## src/rtl/fx_pkg.sv

```systemverilog
package fx_pkg;
  // Bit positions inside the instruction class code
  localparam int CLS_W         = 2;
  localparam int CLS_CTRL_BIT  = 1;  // retire locally, PC-only
  localparam int CLS_NOCHK_BIT = 0;  // conflict comparison suppressed
  // Number of owed-write entries tracked: handoff stage + executing
  localparam int PEND_N        = 2;
endpackage

```

## src/rtl/fx_hazard.sv

```systemverilog
module fx_hazard #(
  parameter int LOC_W = 18,
  parameter int N     = 2
) (
  input  logic                      chk_en,
  input  logic [LOC_W-1:0]          loc,
  input  logic [N-1:0]              ent_v,
  input  logic [N-1:0][LOC_W-1:0]   ent_loc,
  output logic                      hit
);
  logic [N-1:0] cmp;

  for (genvar g = 0; g < N; g++) begin : g_cmp
    assign cmp[g] = ent_v[g] && (ent_loc[g] == loc);
  end

  assign hit = chk_en && (|cmp);
endmodule

```

## src/rtl/fx_pending.sv

```systemverilog
module fx_pending #(
  parameter int LOC_W = 18
) (
  input  logic             clk,
  input  logic             rst,
  input  logic             wr_done,
  input  logic             xfer,
  input  logic             stage_dst_v,
  input  logic [LOC_W-1:0] stage_dst,
  output logic             run_v,
  output logic [LOC_W-1:0] run_dst
);
  always_ff @(posedge clk) begin
    if (rst) begin
      run_v   <= 1'b0;
      run_dst <= '0;
    end else begin
      if (wr_done) run_v <= 1'b0;
      if (xfer) begin
        run_v   <= stage_dst_v;
        run_dst <= stage_dst;
      end
    end
  end
endmodule

```

## src/rtl/fx_stage.sv

```systemverilog
module fx_stage #(
  parameter int OPC_W = 9,
  parameter int AC_W  = 4,
  parameter int LOC_W = 18
) (
  input  logic             clk,
  input  logic             rst,
  input  logic             load,
  input  logic             xfer,
  input  logic [OPC_W-1:0] d_opcode,
  input  logic [AC_W-1:0]  d_ac,
  input  logic [LOC_W-1:0] d_ea,
  input  logic [LOC_W-1:0] d_pc,
  input  logic             d_dst_v,
  input  logic [LOC_W-1:0] d_dst,
  output logic             q_v,
  output logic [OPC_W-1:0] q_opcode,
  output logic [AC_W-1:0]  q_ac,
  output logic [LOC_W-1:0] q_ea,
  output logic [LOC_W-1:0] q_pc,
  output logic             q_dst_v,
  output logic [LOC_W-1:0] q_dst
);
  always_ff @(posedge clk) begin
    if (rst) begin
      q_v      <= 1'b0;
      q_opcode <= '0;
      q_ac     <= '0;
      q_ea     <= '0;
      q_pc     <= '0;
      q_dst_v  <= 1'b0;
      q_dst    <= '0;
    end else begin
      if (xfer) q_v <= 1'b0;
      if (load) begin
        q_v      <= 1'b1;
        q_opcode <= d_opcode;
        q_ac     <= d_ac;
        q_ea     <= d_ea;
        q_pc     <= d_pc;
        q_dst_v  <= d_dst_v;
        q_dst    <= d_dst;
      end
    end
  end
endmodule

```

## src/rtl/fx_pcunit.sv

```systemverilog
module fx_pcunit #(
  parameter int LOC_W = 18
) (
  input  logic             clk,
  input  logic             rst,
  input  logic [LOC_W-1:0] reset_pc,
  input  logic             adv,
  input  logic             jump,
  input  logic [LOC_W-1:0] target,
  output logic [LOC_W-1:0] pc
);
  localparam logic [LOC_W-1:0] ONE = LOC_W'(1);

  always_ff @(posedge clk) begin
    if (rst)       pc <= reset_pc;
    else if (jump) pc <= target;
    else if (adv)  pc <= pc + ONE;
  end
endmodule

```

## src/rtl/fetch_exec_coupler.sv

```systemverilog
module fetch_exec_coupler
  import fx_pkg::*;
#(
  parameter int OPC_W = 9,
  parameter int AC_W  = 4,
  parameter int EA_W  = 18
) (
  input  logic             clk,
  input  logic             rst,
  input  logic [EA_W-1:0]  reset_pc,
  input  logic             in_valid,
  output logic             in_ready,
  input  logic [CLS_W-1:0] in_cls,
  input  logic [OPC_W-1:0] in_opcode,
  input  logic [AC_W-1:0]  in_ac,
  input  logic [EA_W-1:0]  in_ea,
  input  logic             in_src_en,
  input  logic [EA_W-1:0]  in_src,
  input  logic             in_dst_en,
  input  logic [EA_W-1:0]  in_dst,
  input  logic             in_taken,
  input  logic [EA_W-1:0]  in_target,
  output logic [EA_W-1:0]  fetch_pc,
  output logic             ex_valid,
  input  logic             ex_ready,
  output logic [OPC_W-1:0] ex_opcode,
  output logic [AC_W-1:0]  ex_ac,
  output logic [EA_W-1:0]  ex_ea,
  output logic [EA_W-1:0]  ex_pc,
  input  logic             ex_wr_done
);
  logic                           stage_v;
  logic                           stage_dst_v;
  logic [EA_W-1:0]                stage_dst;
  logic                           run_v;
  logic [EA_W-1:0]                run_dst;
  logic                           is_ctrl;
  logic                           no_chk;
  logic                           xfer;
  logic                           slot_free;
  logic                           hit;
  logic                           accept;
  logic                           load;
  logic [PEND_N-1:0]              ent_v;
  logic [PEND_N-1:0][EA_W-1:0]    ent_loc;

  assign is_ctrl = in_cls[CLS_CTRL_BIT];
  assign no_chk  = in_cls[CLS_NOCHK_BIT];

  // Stage is offered only once the executing write is retired (or retiring now)
  assign ex_valid  = stage_v && (!run_v || ex_wr_done);
  assign xfer      = ex_valid && ex_ready;
  assign slot_free = !stage_v || xfer;

  assign ent_v   = {stage_v && stage_dst_v, run_v};
  assign ent_loc = {stage_dst, run_dst};

  fx_hazard #(.LOC_W(EA_W), .N(PEND_N)) hz_i (
    .chk_en  (in_valid && in_src_en && !no_chk),
    .loc     (in_src),
    .ent_v   (ent_v),
    .ent_loc (ent_loc),
    .hit     (hit)
  );

  assign in_ready = !hit && (is_ctrl || slot_free);
  assign accept   = in_valid && in_ready;
  assign load     = accept && !is_ctrl;

  fx_stage #(.OPC_W(OPC_W), .AC_W(AC_W), .LOC_W(EA_W)) st_i (
    .clk      (clk),
    .rst      (rst),
    .load     (load),
    .xfer     (xfer),
    .d_opcode (in_opcode),
    .d_ac     (in_ac),
    .d_ea     (in_ea),
    .d_pc     (fetch_pc),
    .d_dst_v  (in_dst_en),
    .d_dst    (in_dst),
    .q_v      (stage_v),
    .q_opcode (ex_opcode),
    .q_ac     (ex_ac),
    .q_ea     (ex_ea),
    .q_pc     (ex_pc),
    .q_dst_v  (stage_dst_v),
    .q_dst    (stage_dst)
  );

  fx_pending #(.LOC_W(EA_W)) pd_i (
    .clk         (clk),
    .rst         (rst),
    .wr_done     (ex_wr_done),
    .xfer        (xfer),
    .stage_dst_v (stage_dst_v),
    .stage_dst   (stage_dst),
    .run_v       (run_v),
    .run_dst     (run_dst)
  );

  fx_pcunit #(.LOC_W(EA_W)) pc_i (
    .clk      (clk),
    .rst      (rst),
    .reset_pc (reset_pc),
    .adv      (accept),
    .jump     (accept && is_ctrl && in_taken),
    .target   (in_target),
    .pc       (fetch_pc)
  );
endmodule

```

## config.mk

```make
export PLATFORM = sky130hd
export DESIGN_NAME = fetch_exec_coupler
export DESIGN_NICKNAME = d
export VERILOG_FILES = /design/src/rtl/fx_pkg.sv /design/src/rtl/fx_hazard.sv /design/src/rtl/fx_pending.sv /design/src/rtl/fx_stage.sv /design/src/rtl/fx_pcunit.sv /design/src/rtl/fetch_exec_coupler.sv
export SDC_FILE = /design/constraint.sdc
export NUM_CORES = 1
export LEC_CHECK = 0
export BUFFER_PORTS_ARGS = -buffer_cell sky130_fd_sc_hd__buf_2
export CAP_MARGIN = 10
export CORE_MARGIN = 2
export CORE_UTILIZATION = 45
export DETAILED_ROUTE_END_ITERATION = 7
export PLACE_DENSITY = 0.73
export SLEW_MARGIN = 20
export SYNTH_ARGS = -nofsm -noshare
export SYNTH_HDL_FRONTEND = slang
export SYNTH_SLANG_ARGS = --single-unit
export TNS_END_PERCENT = 20
```

## constraint.sdc

```tcl
create_clock -name clk -period 4.12 [get_ports clk]
set_input_delay 0.412 -clock clk [delete_from_list [all_inputs] [get_ports clk]]
set_output_delay 0.412 -clock clk [all_outputs]
set_load 0.01 [all_outputs]
```

==> results.sh, run 1 <==
export IMPL_status="finished, final reports clean"
export IMPL_crit_type="reg2out"
export IMPL_synth_cell_area_sq_um=5151
export IMPL_grt_setup_unrepaired="no"
export IMPL_finalCriticalPeriod_ns=2.968
export IMPL_grt_pass1_vias=4775
export IMPL_crit_family="simple AND/OR/NAND/NOR gates"
export IMPL_clk_pin_slew_worst_paths_ns=0.07
export IMPL_fillers=1014
export IMPL_cts_max_level=3
export IMPL_hold_class="in2reg"
export IMPL_ant_nets=0
export IMPL_seq_area_sq_um=2302
export IMPL_worst_ir_drop_vdd_mv=0.2455
export IMPL_core_area_sq_um=11270
export IMPL_crit_path_start_kind="flop"
export IMPL_cts_sinks=106
export IMPL_drt_first_iter_violations=311
export IMPL_die_w_um=111.0
export IMPL_finalNonFillerCells=808
export IMPL_hpwl_um=10100
export IMPL_crit_required_ns=3.71
export IMPL_crit_buf_inv=2
export IMPL_port_buffers=181
export IMPL_vias_per_cell=5.850
export IMPL_setup_violations=0
export IMPL_dr_pass1_iters=5
export IMPL_cp_arrival_ns=2.56
export IMPL_cts_path_max_buffers=2
export IMPL_synth_ff_type="dfxtp_1"
export IMPL_place_area_sq_um=6096
export IMPL_holdBufCountCts=0
export IMPL_cts_buffers=9
export IMPL_rows=39
export IMPL_nets=773
export IMPL_drc=0
export IMPL_ys_warn_count=0
export IMPL_tightest_slew_ns=1.060
export IMPL_syn2layout_area_growth_pct=24.92
export IMPL_synth_area_per_cell_sq_um=10.08
export IMPL_skew_ns=0.007349
export IMPL_slew_headroom=0.2934
export IMPL_drv_cap=0
export IMPL_max_freq_mhz=337.0
export IMPL_layout_drive_gt1_share=0.3976
export IMPL_slowest_stage="buf_4"
export IMPL_cp_max_fo=52
export IMPL_ys_seq_area_frac=0.4469
export IMPL_postCtsSetupRepairBufs=0
export IMPL_wl_um=14960
export IMPL_clock_latency_ns=0.35
export IMPL_total_leakage_power_nw=2.868
export IMPL_grt_max_degree=68
export IMPL_synth_edf_count=18
export IMPL_tns_ns=0
export IMPL_tritoncts="done"
export IMPL_via_count=4727
export IMPL_holdWs_ns=0.3419
export IMPL_clockRootBuffer="clkbuf_16"
export IMPL_die_height_um=111.0
export IMPL_die_area_sq_um=12320
export IMPL_worst_setup_path_end_kind="primary output"
export IMPL_async_reset_ff_frac=0
export IMPL_total_power_mw=2.474
export IMPL_timing_hold_violations_final=0
export IMPL_grt_first_pass_wirelength_um=23810
export IMPL_gp_congestion=0.8759
export IMPL_critPathMaxStageDelay_ns=0.49
export IMPL_boundaryPins=182
export IMPL_dp_cells=791
export IMPL_ys_types=43
export IMPL_track_usage=0.2390
export IMPL_synth_nets=625
export IMPL_initial_core_util=0.4570
export IMPL_cp_cell_sequence="xor2_1, nor4_1, nand3_1, o22ai_4, buf_4, nor2_1, buf_2"
export IMPL_grt_antenna_before_repair=1
export IMPL_powerDensity_nw_per_um2=384.5
export IMPL_cts_resized=0
export IMPL_period_share=0.7203
export IMPL_finalMaxSlewViolations=0
export IMPL_synthCells=511
export IMPL_final_area_sq_um=6435
export IMPL_wire_per_inst_um=18.52
export IMPL_overflow=0
export IMPL_ys_seq_elements=106
export IMPL_multiInputGateArea_sq_um=2615
[metrics by stage]
step           utilization  setup WS, ns
2_1_floorplan            -         1.097
3_3_place_gp        0.5408         1.226
3_5_place_dp        0.5408         1.150
4_1_cts             0.5707         1.166
5_1_grt             0.5709        0.9755
6_report            0.5709         1.152
[worst register-to-register path: cells and delay by family, from the launching register on]
family          cells  cell delay, ns
flops               1            0.35
compound gates      2            0.45
simple gates        3            0.78
buf+inv             2            0.99
xor+xnor            1            0.18
[power breakdown]
group          switching (mW)  total (mW)  internal, mW
Sequential             0.0557        1.17          1.12
Combinational           0.197       0.369         0.173
Clock                   0.391       0.931         0.540
Total                   0.643        2.47          1.83
[metal layers]
layer / track usage / vias up / part of all wire / wire length, um
met3: 0.06506 / 36 / 0.074 / 1111
met5: 0 / - / 0 / 0
met4: 0.1042 / 0 / 0.031 / 458
met2: 0.4041 / 186 / 0.49 / 7276
li1: - / 2234 / - / -
met1: 0.2852 / 2271 / 0.41 / 6114
[final cells by class]
class / instances / area share
diodes: 1 / 0.0003889
multi-input cells: 348 / 0.4064
flip-flops and latches: 106 / 0.3578
clock buffers: 13 / 0.04880
inverters: 5 / 0.002917
clock inverters: 3 / 0.003500
well taps: 143 / 0.02780
repair buffers: 189 / 0.1524
[synthesized netlist by cell type (all sizes together), types with 2 or more instances]
library cell  instances  area share
o31ai                13       0.019
nand2b                3      0.0036
a22o                  4      0.0068
nor3                  3      0.0029
clkbuf               33       0.024
dfxtp                88        0.34
o21ai                18       0.017
nor2b                 2      0.0024
nand3                12       0.012
a31o                 65        0.11
buf                  19       0.020
mux2i                18       0.035
xnor2                12       0.020
nand3b                2      0.0029
nand2                19       0.014
o211ai                3      0.0044
a21oi                14       0.014
edfxtp               18        0.10
and3                  2      0.0024
nor4                  8      0.0097
inv                   5      0.0036
nor2                 25       0.018
o31a                  4      0.0068
nor4b                64        0.11
o311a                 2      0.0039
nand4                 4      0.0049
xor2                 38       0.065
[sequential cells by signal, indices dropped and copies added, names as in the netlist, 4 cells and up]
name,cells
pc_i.pc,18
pd_i.run_dst,18
st_i.q_dst,18
st_i.q_ea,18
st_i.q_pc,18
st_i.q_opcode,9
st_i.q_ac,4
[worst paths after layout]
| kind | from | end | slack (ns) | cells past startpoint |
|---|---|---|---|---|
| worst max-delay path | st_i.q_dst[1] | in_ready | 1.15 | 7 |
| worst min-delay path | ex_ready | pd_i.run_v | 0.34 | 3 |
| worst max register to register | st_i.q_dst[1] | st_i.q_opcode[8] | 1.26 | 8 |
| worst min register to register | st_i.q_pc[16] | st_i.q_pc[16] | 0.47 | 1 |
[logic make-up (layout without fill, tap and decap cells)]
group,count (synthesis),in the layout,share of synthesized area
simple gates,149,149,0.1882
compound gates,129,129,0.1926
flops,106,106,0.4469
buf+inv,57,210,0.04761
xor+xnor,50,50,0.08501
mux,19,19,0.03716
fa+ha+maj,1,1,0.002429
other cells,0,1,0
[placed cells by master (no fill, tap or decap), types with 4 or more instances in the layout]
| master | n |
|---|---|
| a31o_1 | 10 |
| o21ai_0 | 17 |
| nor4b_1 | 64 |
| a31o_2 | 55 |
| nand4_1 | 4 |
| xor2_1 | 38 |
| mux2i_1 | 18 |
| nand3_1 | 12 |
| nor2_1 | 25 |
| o31a_1 | 4 |
| a21oi_1 | 14 |
| nor4_1 | 8 |
| inv_1 | 4 |
| o31ai_1 | 13 |
| edfxtp_1 | 18 |
| buf_4 | 8 |
| dfxtp_1 | 88 |
| buf_2 | 180 |
| xnor2_1 | 12 |
| clkbuf_16 | 12 |
| a22o_1 | 4 |
| nand2_1 | 19 |
(Power assumes the default switching activity.)
==> run 2, diff against run 1 <==
Settings changed: PLACE_DENSITY 0.73 to 0.76.
Clock period 4.12 ns to 2.5 ns, I/O delays scaled along.
==> results.sh, run 2 (synthesis gave the netlist of run 1 again) <==
export IMPL_seq_area_sq_um=2302
export IMPL_rrSetupSlack_ns=0.17
export IMPL_holdBufCountCts=0
export IMPL_clockRootBuffer="clkbuf_16"
export IMPL_worst_setup_path_end_kind="primary output"
export IMPL_r2r_start="st_i.q_dst[1]"
export IMPL_boundaryPins=182
export IMPL_worst_ir_drop_vdd_mv=0.4769
export IMPL_drc=0
export IMPL_period_share=0.9649
export IMPL_rows=39
export IMPL_dr_pass1_iters=5
export IMPL_cp_cell_sequence="xor2_1, nor4_1, nand3_1, o22ai_4, buf_12, nor2_1, buf_2"
export IMPL_multiInputGateArea_sq_um=2619
export IMPL_cts_sinks=106
export IMPL_die_w_um=111.0
export IMPL_crit_path_start_kind="flop"
export IMPL_hold_class="in2reg"
export IMPL_clk_pin_slew_worst_paths_ns=0.07
export IMPL_layout_setup_ws_ns=0.08769
export IMPL_overflow=0
export IMPL_vias_per_cell=5.928
export IMPL_final_common_cell="buf_2"
export IMPL_tns_ns=0
export IMPL_die_height_um=111.0
export IMPL_slowest_stage="nor4_1"
export IMPL_cts_path_max_buffers=2
export IMPL_nets=787
export IMPL_max_freq_mhz=414.5
export IMPL_core_area_sq_um=11270
export IMPL_track_usage=0.2475
export IMPL_die_area_sq_um=12320
export IMPL_layout_drive_gt1_share=0.4100
export IMPL_slew_headroom=0.3103
export IMPL_wl_um=15620
export IMPL_powerDensity_nw_per_um2=603.6
export IMPL_pre_cts_ws_ns=0.2079
export IMPL_crit_required_ns=2.25
export IMPL_crit_end="in_ready"
export IMPL_fin_util=0.5863
export IMPL_total_power_mw=3.989
export IMPL_diodes=0
export IMPL_finalMaxSlewViolations=0
export IMPL_initial_core_util=0.4570
export IMPL_crit_buf_inv=2
export IMPL_tightest_slew_ns=1.034
export IMPL_cts_max_level=3
export IMPL_skew_ns=0.007036
export IMPL_clock_latency_ns=0.35
export IMPL_final_cell_mix="buf_2 (180), dfxtp_1 (88), nor4b_1 (64)"
export IMPL_grt_pass1_vias=4873
export IMPL_cp_arrival_ns=2.16
export IMPL_fillers=945
export IMPL_drv_cap=0
export IMPL_cp_max_fo=12
export IMPL_ant_nets=0
export IMPL_total_leakage_power_nw=2.958
export IMPL_setup_violations=0
export IMPL_hpwl_um=10490
export IMPL_critPathLaunch="st_i.q_dst[1]"
export IMPL_finalCriticalPeriod_ns=2.412
export IMPL_status="finished, final reports clean"
export IMPL_grt_setup_unrepaired="no"
export IMPL_critical_path_depth=7
export IMPL_drt_first_iter_violations=316
export IMPL_wire_per_inst_um=19.02
export IMPL_cts_buffers=9
export IMPL_grt_max_degree=68
export IMPL_tritoncts="done"
export IMPL_timing_hold_violations_final=0
export IMPL_gp_congestion=0.8535
export IMPL_rr_endpoint="pc_i.pc[0]"
export IMPL_via_count=4867
export IMPL_grt_first_pass_wirelength_um=24520
export IMPL_crit_family="simple AND/OR/NAND/NOR gates"
export IMPL_grt_antenna_before_repair=0
export IMPL_rr_worst_depth=8
export IMPL_syn2layout_area_growth_pct=28.30
export IMPL_port_buffers=181
export IMPL_crit_type="reg2out"
export IMPL_critPathMaxStageDelay_ns=0.39
## run 2: cell count changes in the layout (fill, tap and decap cells not counted), sizes merged
| cell | change |
|---|---|
| buf | +12 |
| bufbuf | +1 |
| diode | -1 |
| inv | +1 |
## run 2: per-layer routing
metal / global-route usage / up-vias / wire length (um)
li1: - / 2258 / -
met1: 0.3022 / 2354 / 6358
met2: 0.4307 / 230 / 7871
met3: 0.06780 / 25 / 1149
met4: 0.06667 / 0 / 240
met5: 0 / - / 0
## run 2: how the worst min path moves through the flow
stage,from,slack [ns],cells after the start,endpoint
after floorplan,ex_ready,0.41,2,pd_i.run_v
after global placement,st_i.q_pc[15],0.46,1,st_i.q_pc[15]
after detailed placement,st_i.q_ea[8],0.47,1,st_i.q_ea[8]
after CTS,reset_pc[13],0.18,3,pc_i.pc[13]
after global routing,reset_pc[13],0.18,3,pc_i.pc[13]
final,reset_pc[13],0.18,3,pc_i.pc[13]
## run 2: per-stage QoR
step           cell area (sq um)  instances  hold slack (ns)
2_1_floorplan               5151        511           0.4145
3_3_place_gp                6226        800           0.4567
3_5_place_dp                6226        800           0.4668
4_1_cts                     6558        817           0.1760
5_1_grt                     6609        821           0.1771
6_report                    6609        821           0.1811
## run 2: report_power, final
part | switching [mW] | internal, mW
logic | 0.331 | 0.298
clock network | 0.651 | 0.772
registers | 0.0939 | 1.84
total | 1.08 | 2.91
## run 2: cell type report
class	instances	share of cell area
clock inverter	4	0.004733
multi-input combinational	348	0.3963
sequential	106	0.3484
timing repair buffer	203	0.1802
tap	143	0.02707
clock buffer	12	0.04051
inverter	5	0.002840
## run 2: timing repair
item,in CTS,in global routing
buffers inserted,0,3
setup endpoints to repair,1,1
hold endpoints to repair,0,0
gates resized for setup,0,1
pin swaps,0,1
gates cloned,1,1
## run 2: worst reg2reg max path: stages, from the launching register on
cell and delay [ns]:
dfxtp_1 0.33, xor2_1 0.16, nor4_1 0.39, nand3_1 0.24, o22ai_4 0.31, buf_4 0.17
buf_12 0.20, o21ai_0 0.16, o311a_1 0.14
==> run 3, diff against run 2 <==
Settings changed: CAP_MARGIN 10 to unset, CORE_UTILIZATION 45 to 47, CTS_BUF_LIST set to sky130_fd_sc_hd__clkbuf_8, PLACE_DENSITY 0.76 to 0.79.
==> results.sh, run 3 (synthesis gave the netlist of run 1 again) <==
export IMPL_via_count=4825
export IMPL_core_area_sq_um=10750
export IMPL_track_usage=0.2487
export IMPL_rows=38
export IMPL_grt_antenna_before_repair=0
export IMPL_skew_ns=0.01416
export IMPL_finalMaxSlewViolations=0
export IMPL_grt_pass1_vias=4670
export IMPL_clk_pin_slew_worst_paths_ns=0.10
export IMPL_fillers=949
export IMPL_status="finished, final reports clean"
export IMPL_cts_sinks=106
export IMPL_cp_max_fo=28
export IMPL_clock_latency_ns=0.37
export IMPL_overflow=0
export IMPL_powerDensity_nw_per_um2=565.8
export IMPL_initial_core_util=0.4794
export IMPL_seq_area_sq_um=2302
export IMPL_die_w_um=108.7
export IMPL_grt_first_pass_wirelength_um=23120
export IMPL_worst_ir_drop_vdd_mv=0.3261
export IMPL_final_cell_mix="buf_2 (180), dfxtp_1 (88), nor4b_1 (64)"
export IMPL_drt_first_iter_violations=290
export IMPL_drc=0
export IMPL_timing_hold_violations_final=0
export IMPL_clockRootBuffer="clkbuf_8"
export IMPL_cts_path_max_buffers=2
export IMPL_hold_class="in2reg"
export IMPL_nets=787
export IMPL_grt_util_met2=0.4214
export IMPL_grt_max_degree=58
export IMPL_tns_ns=0
export IMPL_finalNonFillerCells=817
export IMPL_setup_violations=0
export IMPL_critPathMaxStageDelay_ns=0.55
export IMPL_met3_usage=0.06635
export IMPL_finalCriticalPeriod_ns=2.400
export IMPL_crit_required_ns=2.64
export IMPL_cts_buffers=9
export IMPL_fin_util=0.5973
export IMPL_vias_per_cell=5.906
export IMPL_final_common_cell="buf_2"
export IMPL_dp_cells=800
export IMPL_wl_um=14690
export IMPL_hpwl_um=10380
export IMPL_syn2layout_area_growth_pct=24.61
export IMPL_cp_cell_sequence="xnor2_1, nand3_1, or4_1, o22ai_4, buf_4, buf_12, nor2_1, a221oi_1"
export IMPL_gp_congestion=0.8704
export IMPL_drv_cap=0
export IMPL_die_area_sq_um=11810
export IMPL_diodes=0
export IMPL_worst_setup_path_end_kind="flop"
export IMPL_period_share=0.9600
export IMPL_multiInputGateArea_sq_um=2611
export IMPL_slew_headroom=0.5779
export IMPL_ant_nets=0
export IMPL_grt_setup_unrepaired="no"
export IMPL_crit_type="reg2reg"
export IMPL_wire_per_inst_um=17.98
export IMPL_use_met1=0.3064
export IMPL_tritoncts="done"
export IMPL_cts_max_level=3
export IMPL_dr_pass1_iters=6
export IMPL_die_height_um=108.7
export IMPL_tightest_slew_ns=0.6314
export IMPL_layout_drive_gt1_share=0.4077
export IMPL_boundaryPins=182
export IMPL_crit_path_start_kind="flop"
export IMPL_total_leakage_power_nw=2.880
export IMPL_slowest_stage="or4_1"
export IMPL_port_buffers=181
export IMPL_cp_arrival_ns=2.54
export IMPL_cts_resized=0
export IMPL_max_freq_mhz=416.7
export IMPL_grt_busiest_layer="met2"
-- run 3: cell types whose count changed in the layout (fill, tap and decap cells not counted), moves of 3 or more --
cell       before  now
clkbuf_16      11    0
buf_4          15   20
clkbuf_8        1   10
buf_12          6    3
-- run 3: area by class of cell --
cell class                 instances  share of cell area
multi-input combinational        348              0.4068
timing repair buffer             203              0.1731
clock inverter                     5            0.009747
clock buffer                      10             0.02144
sequential                       106              0.3587
tap                              140             0.02729
inverter                           5            0.002924
-- run 3: path summary, 6_finish.rpt --
kind / slack [ns] / cells past startpoint / from / endpoint
setup / recovery: 0.10 / 8 / st_i.q_dst[12] / pc_i.pc[3]
hold / removal: 0.17 / 3 / reset_pc[7] / pc_i.pc[7]
setup reg to reg: 0.10 / 8 / st_i.q_dst[12] / pc_i.pc[3]
hold reg to reg: 0.48 / 1 / st_i.q_pc[16] / st_i.q_pc[16]
-- run 3: report_power, final --
part           switching, mW  internal (mW)  total [mW]
clock network          0.587          0.494        1.08
registers             0.0906           1.84        1.93
logic                  0.324          0.293       0.617
-- run 3: routing by layer --
layer | part of all wire | up-vias
met4 | 0.024 | 0
met5 | 0 | -
met1 | 0.42 | 2344
met3 | 0.072 | 24
met2 | 0.48 | 200
li1 | - | 2257
-- run 3: repair_timing --
item                                   CTS  global route
setup endpoints to repair                1             0
endpoints found under the hold margin    0             0
buffers inserted                         2             0
hold buffers                             0             0
-- run 3: per-stage QoR --
step	power, mW	hold slack, ns	worst slack, ns	cell area, sq um
after floorplan	2.309	0.4145	0.04144	5151
after global placement	2.568	0.4511	0.2138	6203
after detailed placement	2.585	0.4641	0.1315	6203
after CTS	3.661	0.1507	0.1106	6419
after global routing	3.792	0.1579	0.005529	6419
final	3.632	0.1708	0.1000	6419
-- run 3: critical path: cells and delay by family (launching register included) --
family / cells / cell delay (ns)
xor gates and xnor gates: 1 / 0.14
AOI/OAI and AO/OA: 2 / 0.52
DFF: 1 / 0.40
buffers and inverters: 2 / 0.38
and+or+nand+nor: 3 / 0.71
